`config.mk`:
```
export PLATFORM = sky130hd
export DESIGN_NAME = lcd_bus_engine
export DESIGN_NICKNAME = d
export VERILOG_FILES = /design/src/rtl/lcd_bus_pkg.sv /design/src/rtl/lcd_phase_seq.sv /design/src/rtl/lcd_lane_path.sv /design/src/rtl/lcd_bus_engine.sv
export SDC_FILE = /design/constraint.sdc
export NUM_CORES = 1
export LEC_CHECK = 0
export BUFFER_PORTS_ARGS = -buffer_cell sky130_fd_sc_hd__buf_4
export CORE_MARGIN = 5
export CORE_UTILIZATION = 50
export CTS_CLUSTER_SIZE = 20
export DETAILED_ROUTE_END_ITERATION = 10
export MAX_ROUTING_LAYER = met4
export PLACE_DENSITY = 0.79
export SYNTH_ARGS = -nofsm -noshare
export SYNTH_HDL_FRONTEND = slang
export SYNTH_SLANG_ARGS = --single-unit
export TNS_END_PERCENT = 50
```
`constraint.sdc`:
```
create_clock -name clk -period 2.25 [get_ports clk]
set_input_delay 0.3375 -clock clk [delete_from_list [all_inputs] [get_ports clk]]
set_output_delay 0.3375 -clock clk [all_outputs]
set_load 0.1 [all_outputs]
```
`src/rtl/lcd_bus_pkg.sv`:
```
package lcd_bus_pkg;

    typedef enum logic [1:0] {
        PH_IDLE,
        PH_SETUP,
        PH_HIGH,
        PH_HOLD
    } phase_e;

    typedef struct packed {
        logic       rs;
        logic       rd;
        logic       wide;
        logic [7:0] byte_v;
    } xfer_t;

    // Nanoseconds to whole clock cycles, rounded up, never below one.
    function automatic int ns_to_cyc(input int ns, input int mhz);
        int c;
        c = (ns * mhz + 999) / 1000;
        return (c < 1) ? 1 : c;
    endfunction

    function automatic int imax(input int a, input int b);
        return (a > b) ? a : b;
    endfunction

endpackage

```
`src/rtl/lcd_phase_seq.sv`:
```
module lcd_phase_seq
    import lcd_bus_pkg::*;
#(
    parameter int AS_CYC = 7,
    parameter int PW_CYC = 23,
    parameter int LO_CYC = 20
) (
    input  logic clk,
    input  logic rst,
    input  logic start,
    input  logic wide,
    output logic accept,
    output logic e,
    output logic busy,
    output logic done,
    output logic sample,
    output logic second
);
    localparam int CNT_MAX = imax(imax(AS_CYC, PW_CYC), LO_CYC);
    localparam int CNT_W   = $clog2(CNT_MAX + 1);

    phase_e           st;
    logic [CNT_W-1:0] cnt;
    logic             cnt_zero;

    assign cnt_zero = (cnt == '0);
    assign busy     = (st != PH_IDLE);
    assign accept   = start && (st == PH_IDLE);
    assign sample   = (st == PH_HIGH) && cnt_zero;

    always_ff @(posedge clk) begin
        if (rst) begin
            st     <= PH_IDLE;
            cnt    <= '0;
            e      <= 1'b0;
            done   <= 1'b0;
            second <= 1'b0;
        end else begin
            done <= 1'b0;
            unique case (st)
                PH_IDLE: begin
                    if (start) begin
                        st     <= PH_SETUP;
                        cnt    <= CNT_W'(AS_CYC - 1);
                        second <= 1'b0;
                    end
                end
                PH_SETUP: begin
                    if (cnt_zero) begin
                        st  <= PH_HIGH;
                        cnt <= CNT_W'(PW_CYC - 1);
                        e   <= 1'b1;
                    end else begin
                        cnt <= cnt - 1'b1;
                    end
                end
                PH_HIGH: begin
                    if (cnt_zero) begin
                        st  <= PH_HOLD;
                        cnt <= CNT_W'(LO_CYC - 1);
                        e   <= 1'b0;
                    end else begin
                        cnt <= cnt - 1'b1;
                    end
                end
                PH_HOLD: begin
                    if (!cnt_zero) begin
                        cnt <= cnt - 1'b1;
                    end else if (!wide && !second) begin
                        st     <= PH_SETUP;
                        cnt    <= CNT_W'(AS_CYC - 1);
                        second <= 1'b1;
                    end else begin
                        st   <= PH_IDLE;
                        done <= 1'b1;
                    end
                end
                default: st <= PH_IDLE;
            endcase
        end
    end

    // Independent run-length counter of the enable pulse.
    logic [CNT_W:0] hi_run;
    always_ff @(posedge clk) begin
        if (rst)    hi_run <= '0;
        else if (e) hi_run <= hi_run + 1'b1;
        else        hi_run <= '0;
    end

    p_pulse_width_r3: assert property (@(posedge clk) disable iff (rst)
        $fell(e) |-> (hi_run == (CNT_W+1)'(PW_CYC)));

    p_done_single_r8: assert property (@(posedge clk) disable iff (rst)
        done |=> !done);

    p_done_ends_busy_r8: assert property (@(posedge clk) disable iff (rst)
        done |-> (!busy && $past(busy)));

    p_e_within_busy_r9: assert property (@(posedge clk) disable iff (rst)
        e |-> busy);

endmodule

```
`src/rtl/lcd_lane_path.sv`:
```
module lcd_lane_path
    import lcd_bus_pkg::*;
(
    input  logic       clk,
    input  logic       rst,
    input  logic       accept,
    input  xfer_t      req,
    input  logic       busy,
    input  logic       second,
    input  logic       sample,
    input  logic [7:0] db_in,
    output logic       rs,
    output logic       rw,
    output logic       wide,
    output logic [7:0] db_out,
    output logic       db_oe,
    output logic [7:0] rd_data
);
    xfer_t      cur;
    logic [3:0] nib;

    always_ff @(posedge clk) begin
        if (rst) begin
            cur <= '{rs: 1'b0, rd: 1'b1, wide: 1'b1, byte_v: 8'h00};
        end else if (accept) begin
            cur <= req;
        end
    end

    assign rs    = cur.rs;
    assign rw    = cur.rd;
    assign wide  = cur.wide;
    assign db_oe = busy && !cur.rd;
    assign nib   = second ? cur.byte_v[3:0] : cur.byte_v[7:4];
    assign db_out = cur.wide ? cur.byte_v : {nib, 4'b0000};

    always_ff @(posedge clk) begin
        if (rst) begin
            rd_data <= 8'h00;
        end else if (sample && cur.rd) begin
            if (cur.wide)    rd_data        <= db_in;
            else if (second) rd_data[3:0]   <= db_in[7:4];
            else             rd_data[7:4]   <= db_in[7:4];
        end
    end

endmodule

```
`src/rtl/lcd_bus_engine.sv`:
```
module lcd_bus_engine
    import lcd_bus_pkg::*;
#(
    parameter int CLK_MHZ   = 50,
    parameter int T_AS_NS   = 140,
    parameter int T_PW_NS   = 450,
    parameter int T_CYC_NS  = 1000,
    parameter int T_DSW_NS  = 195,
    parameter int T_DDR_NS  = 320,
    parameter int T_HOLD_NS = 10
) (
    input  logic       clk,
    input  logic       rst,
    input  logic       req_valid,
    input  logic       req_rs,
    input  logic       req_rd,
    input  logic       req_wide,
    input  logic [7:0] req_data,
    output logic       lcd_rs,
    output logic       lcd_rw,
    output logic       lcd_e,
    output logic [7:0] lcd_db_out,
    output logic       lcd_db_oe,
    input  logic [7:0] lcd_db_in,
    output logic [7:0] rd_data,
    output logic       done,
    output logic       busy
);
    localparam int AS_CYC = ns_to_cyc(T_AS_NS, CLK_MHZ);
    localparam int PW_CYC = imax(imax(ns_to_cyc(T_PW_NS, CLK_MHZ),
                                      ns_to_cyc(T_DSW_NS, CLK_MHZ)),
                                 ns_to_cyc(T_DDR_NS, CLK_MHZ) + 1);
    localparam int LO_CYC = imax(ns_to_cyc(T_HOLD_NS, CLK_MHZ),
                                 ns_to_cyc(T_CYC_NS, CLK_MHZ) - AS_CYC - PW_CYC);

    logic  accept, sample, second, cur_wide;
    xfer_t req;

    assign req = '{rs: req_rs, rd: req_rd, wide: req_wide, byte_v: req_data};

    lcd_phase_seq #(
        .AS_CYC(AS_CYC),
        .PW_CYC(PW_CYC),
        .LO_CYC(LO_CYC)
    ) u_seq (
        .clk   (clk),
        .rst   (rst),
        .start (req_valid),
        .wide  (cur_wide),
        .accept(accept),
        .e     (lcd_e),
        .busy  (busy),
        .done  (done),
        .sample(sample),
        .second(second)
    );

    lcd_lane_path u_lane (
        .clk    (clk),
        .rst    (rst),
        .accept (accept),
        .req    (req),
        .busy   (busy),
        .second (second),
        .sample (sample),
        .db_in  (lcd_db_in),
        .rs     (lcd_rs),
        .rw     (lcd_rw),
        .wide   (cur_wide),
        .db_out (lcd_db_out),
        .db_oe  (lcd_db_oe),
        .rd_data(rd_data)
    );

    p_read_no_drive_r6: assert property (@(posedge clk) disable iff (rst)
        lcd_rw |-> !lcd_db_oe);

    p_stable_in_pulse_r2: assert property (@(posedge clk) disable iff (rst)
        (lcd_e && $past(lcd_e)) |->
            ($stable(lcd_rs) && $stable(lcd_rw) && $stable(lcd_db_out)));

endmodule

```
; Word-level counts from Yosys, hierarchy flattened
; Index checks and enable logic that the tools add are counted.
[op_classes]
n_eq_ne = 10
addsub = 1
n_reduce_logical = 21
bitwise = 2
n_mux = 25
[ops]
columns = op, count
row1 = $mux 5, 5
row2 = $pmux 5 s4, 1
row3 = $mux 8, 2
row4 = $mux 4, 3
row5 = $ne 2x1->1 const B, 5
row6 = $mux 2, 4
row7 = $pmux 2 s4, 1
row8 = $reduce_and 4->1, 2
row9 = $reduce_bool 2->1, 4
row10 = $mux 1, 7
row11 = $reduce_and 2->1, 3
row12 = $logic_and 1x1->1, 5
row13 = $logic_not 5->1, 1
row14 = $sub 5x1->5 const B, 1
row15 = $eq 2x2->1 const B, 2
row16 = $pmux 1 s2, 2
row17 = $logic_not 1->1, 3
row18 = $ne 3x3->1 const B, 1
row19 = $reduce_and 3->1, 1
row20 = $reduce_or 3->1, 1
row21 = $eq 2x1->1 const B, 1
row22 = $logic_not 2->1, 1
row23 = $ne 2x2->1 const B, 1
row24 = $not 1->1, 2
[totals]
reg_bits = 29
output_inout_bits = 22

; Logic depth before layout (Yosys ltp)
[logic_depth]
ltp_word = 5
ltp_mapped = 7
mapped_depth_nobuf = 6

; Cells and area by module
; From an unflattened synthesis, not the netlist that was laid out.
[hier_totals]
cells_unflattened = 164
area_unflattened_um2 = 1495.2
[by_module_without_submodules]
columns = module, cells_per_inst, area_each_um2, instances
row1 = lcd_lane_path, 92, 865.8, 1
row2 = lcd_phase_seq, 72, 629.4, 1

; Worst setup path after synthesis
; Ideal clock, no wire load.
[synth_timing]
kind = reg2out
start = reg u_seq.st[0]
end = out lcd_db_oe
n_path_buf = 1
t_required_ps = 1913
t_arrival_ps = 2083
stages_incl_launch_ff = 5
path_slack_ps = -171
path_cell_list = dfxtp_1 -> inv_1 -> ha_1 -> clkbuf_1 -> nor2_1
[synth_between]
elab_chain_cells = 2
[synth_rtl]
columns = element, line_no
row1 = start: declaration, lcd_phase_seq.sv:22  ; phase_e st;
row2 = start signal: assignment, lcd_phase_seq.sv:33  ; st <= PH_IDLE;
row3 = start signal: assignment, lcd_phase_seq.sv:43  ; st <= PH_SETUP;
row4 = start signal: assignment, lcd_phase_seq.sv:50  ; st <= PH_HIGH;
row5 = $reduce_bool 2->1, lcd_phase_seq.sv:27  ; assign busy = (st != PH_IDLE);
row6 = $logic_and 1x1->1, lcd_lane_path.sv:33  ; assign db_oe = busy && !cur.rd;
row7 = end: declaration, lcd_bus_engine.sv:23  ; output logic lcd_db_oe,
; Every way passes these cells.

; Final worst setup path
[layout_timing]
start = reg u_seq.st[0]
end = out busy
[layout_between]
elab_chain_cells = 1
[layout_rtl]
columns = element, line_no
row1 = $reduce_bool 2->1, lcd_phase_seq.sv:27
row2 = end: declaration, lcd_bus_engine.sv:27  ; output logic busy
; Every way passes these cells.

==> flow_summary.toml <==
[min_path]
holdPathStages = 3
hold_start = "req_wide"
holdPathEnd = "u_lane.wide"
min_path_type = "primary input to register"

[clocking]
cts_resized = 0
clock-sinks = 29
cts_hold_buf = 0
clk_pin_slew_ps = 90
cts_buffer_depth = 2
cts_tree = "yes"
root_buffer = "clkbuf_4"
h-tree-depth = 2
cts_post_setup_buffers_inserted = 0
clock_latency_ps = 320
cts_buffers = 5

[place]
port_buffers = 43
dpl.hpwl_um = 2440
globalplace.congestion = 0.883

[synthesis]
ys_warn_count = 0
synth_area_per_cell_um2 = 8.70
yosys-top-cells-area = "dfxtp_1 (42%), mux2i_1 (6.5%), nand2_1 (6.5%), a21oi_1 (4.7%), ha_1 (4.5%)"
synthFlopType = "dfxtp_1"
yosysTopAreaCell = "dfxtp_1"
synth_fp_nets = 186
ys_seq_area_share_pct = 42.0
syn_area_um2 = 1380
synth-async-reset-ratio_pct = 0
synthCells = 159
synth_top_area_share_pct = 42.0
ys_top_cells_by_count = "dfxtp_1 (29), nand2_1 (24), nor2_1 (14), a21oi_1 (13), mux2i_1 (9)"
yosysMostFrequentCell = "dfxtp_1"
synth_enable_flop_cells = 0
ys_seq_elements = 29
synth.distinct_cells = 37

[floorplanning]
dieArea_um2 = 3920
floorplan.initialDensity_pct = 51.1
num_rows = 19
dieHeight_um = 62.6
die_x_um = 62.6
boundaryPins = 44
core_area_um2 = 2710

[sta]
max_slew_margin_pct = 72.1
finalSetupTns_ps = 0
rsz0062_at_grt = "false"
fin_crit_ps = 1920
timing_hold_violations_final = 0
clock_skew_ps = 9.59
finalCritPeriodShare_pct = 85.4
worst_pin_slew_ps = 415
finalSetupViolations = 0
timing.fmax_ghz = 0.521
drv_slew = 0

[setup_path]
arrival_ps = 1580
reg2reg_depth = 7
crit_top_cell = "inv_1"
required_ps = 1910
slowest_stage = "ha_1"
crit_path_end_kind = "output pin"
crit_type = "register to output pin"
critPathMaxFanout = 12
timing.rr.start = "u_seq.cnt[0]"
start_kind = "register"
r2r_slack_ps = 380
crit_path_start = "u_seq.st[0]"
path_cells = "inv_1 -> ha_1 -> inv_1 -> buf_4"
critPathMaxStageDelay_ps = 430
timing.rr.end = "u_lane.rd_data[1]"

[power_and_ir_drop]
p_leak_nw = 0.810
irDropWorstVdd_mv = 0.929
p_per_area_nw_per_um2 = 1370
comb_power_share_pct = 58.7
seq_power_share_pct = 29.1
internal-power_mw = 1.17
p_clk_share_pct = 12.2
switching_power_mw = 1.27
swShare_pct = 52.1

[global_route]
gr-usage-all-layers_pct = 18.3
antenna_found_initial = 0
grt_pass1_vias = 1222
grt_pass1_wl_um = 5590
grt_max_degree = 32
overflow = 0

[drt]
drtIter0Drc = 43
avgViaCountPerCell = 5.35
remaining_drc_errors = 0
routed_wl_um = 3320
drt_pass1_iterations = 4
vias = 1253
ant_nets = 0
wl_per_cell_um = 14.2

[cells_and_area]
layout.nets = 229
n_antenna_cell = 0
syn_to_final_growth_pct = 28.3
drive_gt1_share_pct = 29.1
final_core_util_pct = 65.5

[status]
status = "finished clean"

[job]
maxCapViolCount = 0
-- kinds of logic after synthesis --
family / synth area share (%)
AOI/OAI and AO/OA: 17.0
xor gates and xnor gates: 0.633
adders and majority gates: 4.52
buffers and inverters: 3.98
DFF: 42.0
muxes: 9.76
and+or+nand+nor: 22.2
-- power by group through the flow --
stage	combinational, mW	clock (mW)	sequential (mW)
floorplan	0.860	0	0.986
global placement	1.40	0	0.710
detailed placement	1.42	0	0.719
CTS	1.43	0.300	0.708
global route	1.51	0.344	0.723
finish	1.43	0.297	0.707
-- cell type report --
cell class | instances | area, um^2
repair buffers | 45 | 338
fillers | 234 | 935
inverters | 5 | 18.8
multi-input cells | 116 | 751
flip-flops and latches | 29 | 581
clock buffers | 8 | 48.8
well taps | 31 | 38.8
-- state kept, by name, indices dropped and copies added, names as in the netlist --
register,flops
u_lane.cur,8
u_lane.wide,1
u_lane.rs,1
u_seq.cnt,5
u_seq.done,1
u_lane.rw,1
u_lane.rd_data,8
u_seq.e,1
u_seq.st,2
u_seq.second,1
-- per-layer routing --
metal  vias to the layer above  wire [um]  global-route usage, %
li1                        641          -                      -
met1                       576       1490                   21.1
met2                        30       1650                   30.3
met3                         6        141                   6.29
met4                         0         48                   4.77
met5                         -          0                      -
-- worst max-delay path: cells and delay by family (launching register included) --
family | cells | cell delay (ps)
adders and majority gates | 1 | 430
buffers and inverters | 3 | 480
DFF | 1 | 340
-- layout by cell type (no fill, tap or decap) --
master / netlist / final
nor3b_1: 1 / 1
o21a_1: 2 / 2
a221oi_2: 1 / 1
mux2i_1: 9 / 9
or2_2: 1 / 1
nor2_1: 14 / 13
mux2_2: 4 / 4
a21oi_1: 13 / 13
ha_1: 5 / 5
or4b_4: 1 / 1
o21ai_0: 3 / 3
nand4b_1: 1 / 1
o211ai_1: 1 / 1
nand2b_1: 4 / 4
buf_4: 0 / 45
nand3b_1: 2 / 2
nand2_1: 24 / 24
inv_1: 5 / 5
nor2_2: 0 / 1
a211oi_1: 6 / 6
or3_1: 1 / 1
o21a_2: 1 / 1
clkbuf_4: 0 / 5
nor4b_1: 1 / 1
o22ai_1: 1 / 1
nand4_1: 1 / 1
a311oi_1: 1 / 1
dfxtp_1: 29 / 29
a221oi_1: 1 / 1
o32ai_1: 2 / 2
and4b_1: 1 / 1
xor2_1: 1 / 1
and2_1: 5 / 5
clkbuf_1: 5 / 3
a21boi_0: 1 / 1
a211o_1: 1 / 1
a31oi_1: 1 / 1
nor3_1: 5 / 5
-- metrics by stage --
stage | power, mW | std cells | setup slack [ps] | hold WS [ps] | area [um^2]
floorplan | 1.85 | 159 | 288 | 433 | 1390
global placement | 2.11 | 226 | 468 | 441 | 1730
detailed placement | 2.14 | 226 | 412 | 449 | 1730
CTS | 2.43 | 234 | 323 | 230 | 1780
global route | 2.58 | 234 | 198 | 206 | 1780
finish | 2.43 | 234 | 329 | 236 | 1780
-- worst max-delay path by stage --
stage,slack [ps],cells past startpoint,end
floorplan,290,4,lcd_db_oe
global placement,470,6,u_seq.cnt[2]
detailed placement,410,6,u_seq.cnt[2]
CTS,320,4,busy
global route,200,6,u_seq.st[0]
finish,330,4,busy
Note: power is estimated with default switching activity, not from simulation.
